<file path="src/rtl/uirq_pkg.sv">
// Package: shared address map and widths for the interrupt aggregator.
// Assumes word addressing on a 3-bit register port.
package uirq_pkg;

    localparam int ADDR_W = 3;

    typedef enum logic [ADDR_W-1:0] {
        A_ENA    = 3'd0,
        A_DIS    = 3'd1,
        A_MASK   = 3'd2,
        A_STICKY = 3'd3,
        A_LIVE   = 3'd4
    } reg_addr_e;

endpackage

</file>
<file path="src/rtl/uirq_decode.sv">
// Module: turns a write on the register port into one-hot strobes.
// Assumes addr is stable while wr_en is high; reads need no decode here.
module uirq_decode
    import uirq_pkg::*;
(
    input  logic              wr_en,
    input  logic [ADDR_W-1:0] addr,
    output logic              ena_wr,
    output logic              dis_wr,
    output logic              clr_wr
);

    // Decode the write strobes; the mask address produces none.
    always_comb begin
        ena_wr = wr_en && (addr == A_ENA);
        dis_wr = wr_en && (addr == A_DIS);
        clr_wr = wr_en && (addr == A_STICKY);
    end

endmodule

</file>
<file path="src/rtl/uirq_mask_reg.sv">
// Module: interrupt mask, changed only by set and clear strobes.
// Assumes ena_wr and dis_wr are never high together.
module uirq_mask_reg #(
    parameter int STAT_W = 10
) (
    input  logic              clk,
    input  logic              rst_n,
    input  logic              ena_wr,
    input  logic              dis_wr,
    input  logic [STAT_W-1:0] wdata,
    output logic [STAT_W-1:0] mask_q
);

    logic [STAT_W-1:0] set_v;
    logic [STAT_W-1:0] clr_v;

    // Select the write data as a set or clear vector.
    always_comb begin
        set_v = ena_wr ? wdata : '0;
        clr_v = dis_wr ? wdata : '0;
    end

    // Hold the mask; reset to all-disabled.
    always_ff @(posedge clk) begin
        if (!rst_n) mask_q <= '0;
        else        mask_q <= (mask_q | set_v) & ~clr_v;
    end

endmodule

</file>
<file path="src/rtl/uirq_sticky_reg.sv">
// Module: sticky status word with write-one-to-clear.
// Live levels occupy the low bits and event pulses the high bits.
// A source that is active wins over a clear in the same cycle.
module uirq_sticky_reg #(
    parameter int LIVE_W = 5,
    parameter int EVT_W  = 5,
    localparam int STAT_W = LIVE_W + EVT_W
) (
    input  logic              clk,
    input  logic              rst_n,
    input  logic              clr_wr,
    input  logic [STAT_W-1:0] wdata,
    input  logic [LIVE_W-1:0] live_stat,
    input  logic [EVT_W-1:0]  evt_pulse,
    output logic [STAT_W-1:0] sticky_q
);

    logic [STAT_W-1:0] src_v;
    logic [STAT_W-1:0] clr_v;

    // Place live levels and event pulses at their bit positions.
    always_comb src_v = {evt_pulse, live_stat};

    // Build the clear vector from a write to the sticky address.
    always_comb clr_v = clr_wr ? wdata : '0;

    // One flop per source: set has priority over clear.
    for (genvar b = 0; b < STAT_W; b++) begin : g_bit
        always_ff @(posedge clk) begin
            if (!rst_n)        sticky_q[b] <= 1'b0;
            else if (src_v[b]) sticky_q[b] <= 1'b1;
            else if (clr_v[b]) sticky_q[b] <= 1'b0;
        end
    end

endmodule

</file>
<file path="src/rtl/uirq_readmux.sv">
// Module: combinational read data for the register port.
// Assumes LIVE_W <= STAT_W; unmapped and strobe addresses read zero.
module uirq_readmux
    import uirq_pkg::*;
#(
    parameter int LIVE_W = 5,
    parameter int STAT_W = 10
) (
    input  logic [ADDR_W-1:0] addr,
    input  logic [STAT_W-1:0] mask_q,
    input  logic [STAT_W-1:0] sticky_q,
    input  logic [LIVE_W-1:0] live_stat,
    output logic [STAT_W-1:0] rdata
);

    // Pick the register addressed; no state is touched by a read.
    always_comb begin
        case (addr)
            A_MASK:   rdata = mask_q;
            A_STICKY: rdata = sticky_q;
            A_LIVE:   rdata = STAT_W'(live_stat);
            default:  rdata = '0;
        endcase
    end

endmodule

</file>
<file path="src/rtl/uirq_aggregator.sv">
// Module: top of the serial port interrupt aggregator.
// Contains the write decode, the mask, the sticky status, the read mux
// and the interrupt line. The interrupt is a level that follows the
// register state with no extra flop.
module uirq_aggregator
    import uirq_pkg::*;
#(
    parameter int LIVE_W = 5,
    parameter int EVT_W  = 5,
    localparam int STAT_W = LIVE_W + EVT_W
) (
    input  logic              clk,
    input  logic              rst_n,
    input  logic              wr_en,
    input  logic [ADDR_W-1:0] addr,
    input  logic [STAT_W-1:0] wdata,
    output logic [STAT_W-1:0] rdata,
    input  logic [LIVE_W-1:0] live_stat,
    input  logic [EVT_W-1:0]  evt_pulse,
    output logic              irq
);

    logic              ena_wr;
    logic              dis_wr;
    logic              clr_wr;
    logic [STAT_W-1:0] mask_q;
    logic [STAT_W-1:0] sticky_q;

    uirq_decode u_decode (
        .wr_en  (wr_en),
        .addr   (addr),
        .ena_wr (ena_wr),
        .dis_wr (dis_wr),
        .clr_wr (clr_wr)
    );

    uirq_mask_reg #(.STAT_W(STAT_W)) u_mask (
        .clk    (clk),
        .rst_n  (rst_n),
        .ena_wr (ena_wr),
        .dis_wr (dis_wr),
        .wdata  (wdata),
        .mask_q (mask_q)
    );

    uirq_sticky_reg #(.LIVE_W(LIVE_W), .EVT_W(EVT_W)) u_sticky (
        .clk       (clk),
        .rst_n     (rst_n),
        .clr_wr    (clr_wr),
        .wdata     (wdata),
        .live_stat (live_stat),
        .evt_pulse (evt_pulse),
        .sticky_q  (sticky_q)
    );

    uirq_readmux #(.LIVE_W(LIVE_W), .STAT_W(STAT_W)) u_rmux (
        .addr      (addr),
        .mask_q    (mask_q),
        .sticky_q  (sticky_q),
        .live_stat (live_stat),
        .rdata     (rdata)
    );

    // Raise the interrupt while any enabled sticky bit is set.
    always_comb irq = |(mask_q & sticky_q);

endmodule

</file>
<file path="config.mk">
export PLATFORM = sky130hd
export DESIGN_NAME = uirq_aggregator
export DESIGN_NICKNAME = d
export VERILOG_FILES = /design/src/rtl/uirq_pkg.sv /design/src/rtl/uirq_decode.sv /design/src/rtl/uirq_mask_reg.sv /design/src/rtl/uirq_sticky_reg.sv /design/src/rtl/uirq_readmux.sv /design/src/rtl/uirq_aggregator.sv
export SDC_FILE = /design/constraint.sdc
export NUM_CORES = 1
export LEC_CHECK = 0
export ABC_AREA = 1
export ABC_CLOCK_PERIOD_IN_PS = 1030
export BUFFER_PORTS_ARGS = -buffer_cell sky130_fd_sc_hd__buf_2
export CELL_PAD_IN_SITES_DETAIL_PLACEMENT = 0
export CELL_PAD_IN_SITES_GLOBAL_PLACEMENT = 1
export CORE_MARGIN = 2
export CORE_UTILIZATION = 34
export CTS_CLUSTER_SIZE = 8
export DETAILED_ROUTE_END_ITERATION = 16
export GPL_TIMING_DRIVEN = 1
export PLACE_DENSITY_LB_ADDON = 0.08
export SETUP_SLACK_MARGIN = 0.02
export SLEW_MARGIN = 20
export SYNTH_ARGS = -nofsm -noshare
export SYNTH_HDL_FRONTEND = slang
export SYNTH_SLANG_ARGS = --single-unit
</file>
<file path="constraint.sdc">
create_clock -name clk -period 1.03 [get_ports clk]
set_input_delay 0.0515 -clock clk [delete_from_list [all_inputs] [get_ports clk]]
set_output_delay 0.0515 -clock clk [all_outputs]
set_load 0.02 [all_outputs]
</file>
==> metrics.cfg <==
[synthesis]
ys.warnings.count=0
yosys.area.top_type=dfxtp_1
netlist_area_sq_um=1160
syn_area_per_cell_sq_um=6.56
ys_ff_latch=20
yosysTopAreaCellShare=0.345
synthDistinctLibCells=17
synthTopCellsByArea=dfxtp_1 (34%), nand2_1 (21%), nand3_2 (8.6%), inv_1 (7.4%), a21oi_1 (5.6%)
ys_seq_area_frac=0.345
syn_inst=177
syn-num-nets=203

[cts]
clk_pin_slew_worst_paths_ns=0.12
clkSinkCount=20
h-tree-depth=1
clockBufferDepth=2
clock_latency_ns=0.32
cts_root_buf=clkbuf_4
cts_tree=done
cts_buffers=3

[timing]
rsz0062_at_grt=true
fin_worst_skew_ns=0
setup-violations-final=10
hold_viol=0
tightest_slew_ns=0.272
whs_ns=0.0139
timing.final.ws_setup_ns=-0.186
drv_slew=0
relSlewSlack=0.818
period_minus_slack_ns=1.22
clock.fmax_ghz=0.823
finalCritPeriodShare=1.18

[power_and_ir_drop]
power_density_nw_per_um2=1040
ir_drop_v=0.000764
p_leak_nw=0.851

[setup_path]
crit_path_max_fanout=2
end_kind=output pin
crit_path_start_kind=register
crit_chain=nand2_2, nand3_2, a21oi_2, nand3_1, buf_6
cp.required_ns=0.98
max_stage_delay_ns=0.36
slowest_stage=dfxtp_2
timing_worst_setup_path_type=reg2out
crit_arrival_ns=1.16

[routing]
final_antenna_net_count=0
routed_wl_um=3420
dr.pass1.iters=4
drcViolationCount=0
routedWlPerCell_um=11.8
first_iter_violations=43
via_count=1379
vias_per_cell=4.76

[status]
violations=setup timing
status=finished, violations left

[placement]
gp_congestion=0.747
hpwl_um=2220
io_buffers=36
dp.cells=259

[floorplanning]
dieArea_sq_um=3900
ios=37
core.rowCount=21
die_w_um=62.4
start_util=0.351
core_sq_um=3310
die_y_um=62.4

[cells_and_area]
nNetsFinal=271
syn_to_final_growth_pct=58.4
layout.cells.non_filler=290
layout_common_cells=nand2_1 (59), buf_2 (25), buf_4 (20)
layout_commonest_cell=nand2_1
antennaDiodeCount=0
drive_above_1_share=0.447

[grt]
grt_util_all_layers=0.183
grt_overflow_total=0
antenna_found_initial=0
grt_pass1_vias=1286
grt_pass1_wl_um=5730
grt_max_degree=21

[hold_path]
hp-class=in2reg

[run]
maxCapViolCount=0

[sequential cells by signal, indices dropped and copies added, names as in the netlist]
signal,count
u_sticky.sticky_q,10
u_mask.mask_q,10
[repair_timing]
| item | 4_1_cts | 5_1_grt |
|---|---|---|
| hold buffers | 16 | 0 |
| gates resized for setup | 44 | 16 |
| hold endpoints to repair | 16 | 0 |
| setup endpoints to repair | 11 | 11 |
| setup buffers | 6 | 5 |
| pin swaps | 6 | 4 |
[critical path, delay by kind of cell (launching register included)]
kind / cells / cell delay (ns)
flops: 1 / 0.36
simple gates: 3 / 0.25
buf+inv: 1 / 0.14
compound gates: 1 / 0.12
[power by group]
| part | leakage (nW) | internal, W | switching [W] |
|---|---|---|---|
| sequential | 0.170 | 0.000816 | 0.0000288 |
| clock | 0.0279 | 0.000394 | 0.000270 |
| combinational | 0.653 | 0.000204 | 0.000208 |
[stage by stage]
step | TNS, ns | setup slack (ns) | util | total power, W | instance area (sq um)
floorplan | -0.0380 | -0.00760 | - | 0.00101 | 1160
global placement | 0 | 0.0603 | 0.429 | 0.00115 | 1420
detailed placement | -0.00186 | -0.00186 | 0.429 | 0.00115 | 1420
CTS | -0.930 | -0.204 | 0.532 | 0.00192 | 1760
global route | -1.43 | -0.249 | 0.556 | 0.00202 | 1840
finish | -0.697 | -0.186 | 0.556 | 0.00192 | 1840
[routing by layer]
layer	track usage	share of wire	vias to the layer above	wire (um)
li1	-	-	698	-
met1	0.216	0.44	642	1500
met2	0.336	0.50	34	1700
met3	0.0216	0.046	5	158
met4	0.0750	0.016	0	53
met5	0	0	-	0
[path summary, 6_finish.rpt]
check | startpoint | endpoint | slack (ns) | cells past startpoint
setup / recovery | u_sticky.sticky_q[4] | irq | -0.19 | 5
hold / removal | wdata[2] | u_mask.mask_q[2] | 0.01 | 4
setup reg to reg | u_sticky.sticky_q[7] | u_sticky.sticky_q[7] | 0.12 | 5
hold reg to reg | u_sticky.sticky_q[9] | u_sticky.sticky_q[9] | 0.48 | 2
[layout make-up]
cell class	instances	area, sq um
well taps	46	57.6
flip-flops and latches	20	420
clock inverters	1	30.0
fillers	345	1470
inverters	23	86.3
multi-input cells	127	677
clock buffers	3	22.5
repair buffers	70	546
[cell usage after synthesis]
library cell / number
inv_1: 23
clkbuf_1: 2
dfxtp_1: 20
nand3b_1: 1
nor2_4: 3
nand2_1: 65
nor3_2: 1
o211ai_1: 5
o21ai_0: 5
nor2_1: 11
nand2_2: 1
a21oi_1: 13
buf_6: 1
nand3_2: 10
buf_2: 2
nand3_1: 12
buf_4: 2
[cell families (layout without fill, tap and decap cells)]
logic type	count (synthesis)	after routing	synth area share
AND/OR/NAND/NOR	104	104	0.433
buffers and inverters	30	97	0.112
AO/OA/AOI/OAI	23	23	0.110
flip-flops	20	20	0.345
Power figures use the tool's default switching activity.
